==> config.mk <==
export PLATFORM = sky130hd
export DESIGN_NAME = dhs_remap
export DESIGN_NICKNAME = d
export VERILOG_FILES = /design/src/rtl/dhs_pkg.sv /design/src/rtl/dhs_unit_adjust.sv /design/src/rtl/dhs_select_fold.sv /design/src/rtl/dhs_remap.sv
export SDC_FILE = /design/constraint.sdc
export NUM_CORES = 1
export LEC_CHECK = 0
export ABC_AREA = 1
export BUFFER_PORTS_ARGS = -buffer_cell sky130_fd_sc_hd__buf_2
export CAP_MARGIN = 0
export CORE_AREA = 2 2 39 41
export CTS_CLUSTER_DIAMETER = 150
export DETAILED_ROUTE_END_ITERATION = 6
export DIE_AREA = 0 0 41 43
export PLACE_DENSITY_LB_ADDON = 0.3
export SLEW_MARGIN = 20
export SYNTH_ARGS = -nofsm -noshare
export SYNTH_HDL_FRONTEND = slang
export SYNTH_HIERARCHICAL = 1
export SYNTH_SLANG_ARGS = --single-unit
==> constraint.sdc <==
create_clock -name clk -period 0.8 [get_ports clk]
set_input_delay 0.08 -clock clk [delete_from_list [all_inputs] [get_ports clk]]
set_output_delay 0.08 -clock clk [all_outputs]
set_load 0.05 [all_outputs]
==> src/rtl/dhs_pkg.sv <==
package dhs_pkg;
    localparam int NUM_DRV    = 2;
    localparam int NUM_CSEL   = 2 * NUM_DRV;
    localparam int UNIT_W     = $clog2(NUM_CSEL);
    localparam int HEAD_W     = 4;
    localparam int CTL_HEAD_W = HEAD_W - 1;

    typedef struct packed {
        logic [NUM_CSEL-1:0]   dsel;
        logic [CTL_HEAD_W-1:0] head;
        logic                  bad;
    } ctl_req_t;

    function automatic logic unit_ok(input logic [UNIT_W-1:0] u);
        return int'(u) < NUM_DRV;
    endfunction

    function automatic logic head_far(input logic [HEAD_W-1:0] h);
        return h[HEAD_W-1];
    endfunction
endpackage

==> src/rtl/dhs_unit_adjust.sv <==
module dhs_unit_adjust
    import dhs_pkg::*;
(
    input  logic [UNIT_W-1:0] unit_in,
    input  logic [HEAD_W-1:0] head_in,
    output ctl_req_t          req_out
);
    logic [UNIT_W-1:0] ctl_unit;

    always_comb begin
        ctl_unit = unit_in + (head_far(head_in) ? UNIT_W'(NUM_DRV) : UNIT_W'(0));
        req_out  = '0;
        if (unit_ok(unit_in)) begin
            req_out.dsel = NUM_CSEL'(1) << ctl_unit;
            req_out.head = head_in[CTL_HEAD_W-1:0];
        end else begin
            req_out.bad  = 1'b1;
        end
    end
endmodule

==> src/rtl/dhs_select_fold.sv <==
module dhs_select_fold
    import dhs_pkg::*;
(
    input  logic [NUM_CSEL-1:0]   dsel_in,
    input  logic [CTL_HEAD_W-1:0] head_in,
    output logic [NUM_DRV-1:0]    drv_out,
    output logic [HEAD_W-1:0]     head_out
);
    for (genvar i = 0; i < NUM_DRV; i++) begin : g_fold
        assign drv_out[i] = dsel_in[i] | dsel_in[i+NUM_DRV];
    end

    assign head_out = {|dsel_in[NUM_CSEL-1:NUM_DRV], head_in};
endmodule

==> src/rtl/dhs_remap.sv <==
module dhs_remap
    import dhs_pkg::*;
(
    input  logic                clk,
    input  logic                rst,
    input  logic                cmd_go,
    input  logic                cmd_done,
    input  logic [UNIT_W-1:0]   unit_req,
    input  logic [HEAD_W-1:0]   head_req,
    output logic [NUM_DRV-1:0]  drv_sel,
    output logic [HEAD_W-1:0]   head_sel,
    output logic [NUM_CSEL-1:0] ctl_dsel,
    output logic                unit_bad
);
    ctl_req_t req_next;
    ctl_req_t req_q;

    dhs_unit_adjust i_adjust (
        .unit_in (unit_req),
        .head_in (head_req),
        .req_out (req_next)
    );

    always_ff @(posedge clk) begin
        if (rst)
            req_q <= '0;
        else if (cmd_go)
            req_q <= req_next;
        else if (cmd_done)
            req_q <= '0;
    end

    dhs_select_fold i_fold (
        .dsel_in  (req_q.dsel),
        .head_in  (req_q.head),
        .drv_out  (drv_sel),
        .head_out (head_sel)
    );

    assign ctl_dsel = req_q.dsel;
    assign unit_bad = req_q.bad;
endmodule

## After elaboration in Yosys (flattened, before gate mapping)

Index checks and enable logic that the tools add are counted.
Widths: inputs -> output; s select.

| operators by class | value |
|---|---|
| $add $sub $neg | 1 |
| reductions and logical operators | 2 |
| order comparisons | 1 |
| bitwise logic cells | 2 |
| shift-type cells | 1 |
| mux-type cells | 5 |

Operators with widths:

| kind | number |
|---|---|
| $mux 8 | 2 |
| $mux 7 | 1 |
| $shl 1x2->4 const A | 1 |
| $add 2x2->2 | 1 |
| $lt 2x2->1 const B | 1 |
| $mux 2 | 1 |
| $or 1x1->1 | 2 |
| $reduce_bool 2->1 | 1 |
| $reduce_or 2->1 | 1 |
| $mux 1 | 1 |

| storage, ports and cells | value |
|---|---|
| bits in registers | 8 |
| bits of input ports | 10 |
| output and inout bits | 11 |
| logic and storage cells | 15 |

## Depth between registers and ports, before layout

Gate-level depths: netlist (run 1).

| depth | value |
|---|---|
| word-level depth | 5 |
| gate-level depth with buffers | 5 |
| gate-level depth less buffers | 5 |

## Modules after synthesis

Netlist (run 1), hierarchy kept.

Modules (own cells, without submodules):

| module | seq. area each (um^2) | area each (um^2) | instances | cells an instance |
|---|---|---|---|---|
| dhs_remap | 160.2 | 325.3 | 1 | 39 |
| dhs_unit_adjust | 0.0 | 63.8 | 1 | 16 |
| dhs_select_fold | 0.0 | 48.8 | 1 | 10 |

## Worst setup path after synthesis (run 1)

No wires, ideal clock.

| path | value |
|---|---|
| path type | register to register |
| start | register, netlist name unit_bad |
| end | register req_q, in the netlist unit_bad |
| required time | 0.730 ns |
| arrival | 0.814 ns |
| cell stages (with the launch flop) | 3 |
| library setup time | 0.070 ns |
| clock period less this slack | 0.884 ns |
| path buffers | 0 |
| path slack | -0.084 ns |
| path through | dfxtp_1 -> nand2_1 -> a21oi_1 |

RTL lines:

| element | line | RTL |
|---|---|---|
| end signal, assigned | dhs_remap.sv:28 | `req_q <= req_next;` |
| end, declared | dhs_remap.sv:16 | `ctl_req_t req_q;` |

## Worst setup path after layout (run 1)

| path | value |
|---|---|
| start | register req_q, in the netlist ctl_dsel[3] |
| end | output port head_sel[3] |

| on the way | value |
|---|---|
| word-level cells in the longest chain between the ends | 1 |

RTL lines:

| element | line | RTL |
|---|---|---|
| $reduce_or 2->1 | dhs_select_fold.sv:13 | `assign head_out = {\|dsel_in[NUM_CSEL-1:NUM_DRV], head_in};` |
| end, declared | dhs_remap.sv:11 | `output logic [HEAD_W-1:0] head_sel,` |

No other way between the ends.

==> results of run 1 <==
-- metal layers --
layer,wire [µm],part of all wire,GRT usage
met1,355,0.41,0.135
met3,47,0.054,0.0314
met4,0,0,0.0800
met2,469,0.54,0.184
met5,0,0,0
-- flip-flops by register name, summed over array words and instances (netlist names) --
| register | count |
|---|---|
| ctl_dsel | 4 |
| req_q | 3 |
| unit_bad | 1 |
-- placed cells by master, fill, tap and decap left out, drive strengths merged --
cell     n
inv     10
nor2     8
nand2   21
a21oi    8
buf     22
dfxtp    8
clkbuf   3
-- cell usage after synthesis, drive strengths merged --
| cell type | count | area (µm²) |
|---|---|---|
| dfxtp | 8 | 160 |
| nor2 | 8 | 46.3 |
| buf | 10 | 75.1 |
| inv | 10 | 37.5 |
| nand2 | 21 | 78.8 |
| a21oi | 8 | 40.0 |
-- power breakdown --
group	total (mW)	internal (mW)	switching [mW]
Sequential	0.423	0.413	0.00993
Combinational	0.204	0.0806	0.124
Clock	0.294	0.171	0.124
-- through the flow --
step / hold slack (ns) / util / TNS, ns / instance area (µm²)
5_1_grt: 0.120 / 0.452 / -0.866 / 626
4_1_cts: 0.0936 / 0.433 / -0.630 / 599
3_3_place_gp: 0.355 / 0.350 / 0 / 484
6_report: 0.0981 / 0.452 / -0.524 / 626
3_5_place_dp: 0.361 / 0.350 / 0 / 484
2_1_floorplan: 0.236 / - / 0 / 439
-- final cells by class --
cell class / instances / area, µm²
fillers: 153 / 758
repair buffers: 22 / 203
multi-input cells: 37 / 173
flip-flops and latches: 8 / 170
inverters: 10 / 37.5
clock buffers: 3 / 22.5
well taps: 16 / 20.0
-- critical path, stage by stage, from the launching register on --
cell and delay [ns]:
dfxtp_2 0.34, inv_2 0.05, nand2_2 0.07, buf_8 0.14
-- what timing repair did --
item                       4_1_cts  5_1_grt
setup buffers                    0        2
gates resized for setup         36        4
setup endpoints to repair       11       11
pin swaps                        2        2
-- cell families after synthesis --
group           count (synthesis)
simple gates                   29
buf+inv                        20
flops                           8
compound gates                  8
-- worst paths after layout --
path / endpoint / slack (ns) / cells after the start
setup / recovery: head_sel[3] / -0.12 / 3
hold / removal: req_q[2]$_SDFFE_PP0P_ / 0.1 / 2
setup reg to reg: ctl_dsel[3]$_SDFFE_PP0P_ / 0.13 / 3
hold reg to reg: req_q[1]$_SDFFE_PP0P_ / 0.46 / 2
==> out/metrics.yaml, run 1 <==
synth_compound_area_frac: 0.0914
synth_seq_cells: 8
avgSynthCellArea_um2: 6.74
cp-start-kind: "flip-flop"
yosys_warnings: 6
synth_cell_types: 10
finalSetupViolCount: 11
worstPathArrival_ns: 0.84
r2r_start: "ctl_dsel[3]$_SDFFE_PP0P_"
worstPathMaxFanout: 3
nets: 92
antenna_left: 0
cellLeakagePower_nw: 0.309
cts_root_buffer: "clkbuf_4"
drive_gt1_frac: 0.513
dp_slack_ns: 0.0316
synth_fa_ha_area_frac: 0
synth_area_um2: 438
syn_to_final_growth_pct: 42.9
die_h_um: 43
io_pins: 21
clkTransAtPathRegs_ns: 0.06
n_antenna_cell: 0
min_path_type: "in2reg"
drt_iter0_drc: 3
final-max-slew-violation-count: 0
htree_num_levels: 1
clock_path_buffers: 2
ys_seq_area_frac: 0.366
finalCritPeriodShare: 1.16
gr-total-overflow: 0
clk_latency_ns: 0.24
synth_fp_nets: 75
hold_start: "rst"
tightest_slew_ns: 0.218
vias: 409
violations: "negative setup slack"
holdBufCountCts: 0
end_kind: "output port"
grt_max_degree: 10
power.total_mw: 0.921
ir_worst_vdd_v: 0.000595
worstSetupStartpoint: "ctl_dsel[3]$_SDFFE_PP0P_"
min_period_ns: 0.924
hpwl_um: 617
drt_wl_total_um: 872
syn-instance-count: 65
drc: 0
slew-limit-headroom: 0.855
skew_ns: 0
post_drt_via_cell_ratio: 4.26
crit_required_ns: 0.72
rsz0062_at_grt: "yes"
grt_pass1_wl_mm: 1.39
grt_pass1_vias: 349
critPathKind: "reg2out"
cts_tree: "done"
routabilityCongestion: 0.669
synthMuxAreaShare: 0
synth-simple-area-share: 0.286
synth-xor-area-share: 0
instances_no_fill: 96
first_pass_iters: 4
synth_top_family_by_area: "simple AND/OR/NAND/NOR gates"
max_clock_freq_ghz: 1.08
grtUsageTotal: 0.119
start_util: 0.316
maxCapViolCount: 0
fin_ws_ns: -0.124
hold_viol: 0
avgRoutedWirePerCell_um: 9.08
port_buffers: 20
dieArea_um2: 1760
cts.sinks: 8
cts_made_buffers: 3
power.density_nw_per_um2: 1470
core_um2: 1380
num_rows: 14
die_width_um: 41
dp_cells: 91
antenna_found_initial: 0
outcome: "finished with violations"
(Power assumes the default switching activity.)
==> run 2, diff against run 1 <==
- REMOVE_ABC_BUFFERS: unset -> 1
==> run 2 against run 1 <==
The flow still finishes with violations (negative setup slack). Critical path type unchanged. Die area stayed put. Setup slack worse by 0.0079 ns. Largest power group unchanged. Combinational power hardly changed. Via count is 1.2% lower. Sequential share of layout area is 0.16 points higher. Sequential power hardly changed. First-iteration DRC count grew to 3.3 times the previous value. Cell area is 0.60% lower. Maximum frequency is 0.85% lower. Highest routed layer is now met4. Clock skew stayed put. Critical path depth stayed put. Final cell count stayed put.
==> out/metrics.yaml, run 2 (synthesized netlist as in run 1, its figures left out) <==
outcome: "finished with violations"  # unchanged
violations: "negative setup slack"  # unchanged
holdBufCountCts: 0  # unchanged
start_util: 0.316  # unchanged
fin_setup_tns_ns: -0.670  # was -0.524 ns
drc: 0  # unchanged
hpwl_um: 609  # was 617 µm
grt_pass1_wl_mm: 1.35  # was 1.39 mm
worstPathMaxFanout: 3  # unchanged
vias: 404  # was 409
ir_worst_vdd_v: 0.000590  # was 0.000595 V
crit_required_ns: 0.72  # about the same
min_path_type: "in2reg"  # unchanged
postLayoutCellArea_um2: 622  # was 626 µm²
r2r_slack_ns: 0.13  # about the same
whs_ns: 0.0928  # was 0.0981 ns
area.sequential_um2: 170  # unchanged
n_antenna_cell: 0  # unchanged
end_kind: "output port"  # unchanged
die_width_um: 41  # unchanged
critPathKind: "reg2out"  # unchanged
cts.sinks: 8  # unchanged
port_buffers: 20  # unchanged
avgRoutedWirePerCell_um: 8.96  # was 9.08 µm
drt_iter0_drc: 10  # was 3
routabilityCongestion: 0.666  # was 0.669
gr-total-overflow: 0  # unchanged
rsz0062_at_grt: "yes"  # unchanged
die_h_um: 43  # unchanged
skew_ns: 0  # unchanged
maxCapViolCount: 0  # unchanged
drt_wl_total_um: 860  # was 872 µm
max_clock_freq_ghz: 1.07  # was 1.08 GHz
cts_made_buffers: 3  # unchanged
drive_gt1_frac: 0.525  # was 0.513
r2r_cells: 3  # unchanged
final_cell_mix: "18 x nand2_1, 9 x buf_2, 8 x a21oi_1, 8 x dfxtp_2"  # was 18 x nand2_1, 9 x buf_2, 8 x a21oi_1, 8 x dfxtp_2, 7 x nor2_1
dieArea_um2: 1760  # unchanged
grt_max_degree: 10  # unchanged
placed_area_um2: 483  # was 484 µm²
clkTransAtPathRegs_ns: 0.06  # about the same
final_common_cell: "nand2_1"  # unchanged
io_pins: 21  # unchanged
slew-limit-headroom: 0.850  # was 0.855
antenna_found_initial: 0  # unchanged
fin_ws_ns: -0.132  # was -0.124 ns
syn_to_final_growth_pct: 42.0  # was 42.9%
hold_depth: 2  # unchanged
fillerInstances: 159  # was 153
cellLeakagePower_nw: 0.309  # about the same
clock_path_buffers: 2  # unchanged
nets: 92  # unchanged
cp-start-kind: "flip-flop"  # unchanged
finalSetupViolCount: 11  # unchanged
first_pass_iters: 5  # was 4
power.density_nw_per_um2: 1510  # was 1470 nW/µm²
finalCritPeriodShare: 1.17  # was 1.16
num_rows: 14  # unchanged
hold_viol: 0  # unchanged
antenna_left: 0  # unchanged
cts_tree: "done"  # unchanged
min_period_ns: 0.932  # was 0.924 ns
cts_root_buffer: "clkbuf_4"  # unchanged
worstPathArrival_ns: 0.85  # was 0.84 ns
core_um2: 1380  # unchanged
final-max-slew-violation-count: 0  # unchanged
htree_num_levels: 1  # unchanged
multiInputGateArea_um2: 173  # unchanged
clk_latency_ns: 0.25  # was 0.24 ns
grt_pass1_vias: 323  # was 349
post_drt_via_cell_ratio: 4.21  # was 4.26
largest_register_ffs: 4  # unchanged
grtUsageTotal: 0.116  # was 0.119
tightest_slew_ns: 0.224  # was 0.218 ns
-- run 2: metrics by stage --
step                std cells  total power [mW]  setup slack [ns]   util
floorplan                  55             0.527            -0.379      -
global placement           91             0.591            0.0197  0.349
detailed placement         91             0.592            0.0380  0.349
CTS                        95             0.951            -0.139  0.431
global route               96             0.995            -0.177  0.449
finish                     96             0.939            -0.132  0.449
-- run 2: worst paths after layout --
| check | start | end |
|---|---|---|
| worst min-delay path | rst | ctl_dsel[2]$_SDFFE_PP0P_ |
| worst max-delay path | ctl_dsel[0]$_SDFFE_PP0P_ | drv_sel[0] |
| worst min register to register | req_q[1]$_SDFFE_PP0P_ | req_q[1]$_SDFFE_PP0P_ |
| worst max register to register | unit_bad$_SDFFE_PP0P_ | unit_bad$_SDFFE_PP0P_ |
-- run 2: where the power goes --
| group | internal [mW] | total [mW] | leakage, nW | switching, mW |
|---|---|---|---|---|
| Combinational | 0.0801 | 0.204 | 0.226 | 0.124 |
| Sequential | 0.412 | 0.422 | 0.0687 | 0.00969 |
| Clock | 0.172 | 0.313 | 0.0138 | 0.141 |
-- run 2: what timing repair did --
item | 4_1_cts | 5_1_grt
buffers inserted | 1 | 1
pin swaps | 3 | 3
cloned | 0 | 0
resized for setup | 34 | 8
endpoints found under the setup margin | 11 | 11
-- run 2: final cells by class --
| cell class | instances | area share |
|---|---|---|
| inverters | 10 | 0.0604 |
| clock buffers | 3 | 0.0362 |
| flip-flops and latches | 8 | 0.274 |
| multi-input cells | 37 | 0.278 |
| repair buffers | 22 | 0.320 |
| well taps | 16 | 0.0322 |
-- run 2: critical path: stages, from the launching register on --
cell and delay [ns]:
dfxtp_2 0.36, inv_2 0.04, nand2_2 0.07, buf_8 0.14
-- run 2: metal layers --
layer	global-route usage	wire length (µm)	vias to the layer above
li1	-	-	216
met1	0.161	379	174
met2	0.138	416	12
met3	0.0471	49	2
met4	0.0800	14	0
met5	0	0	-
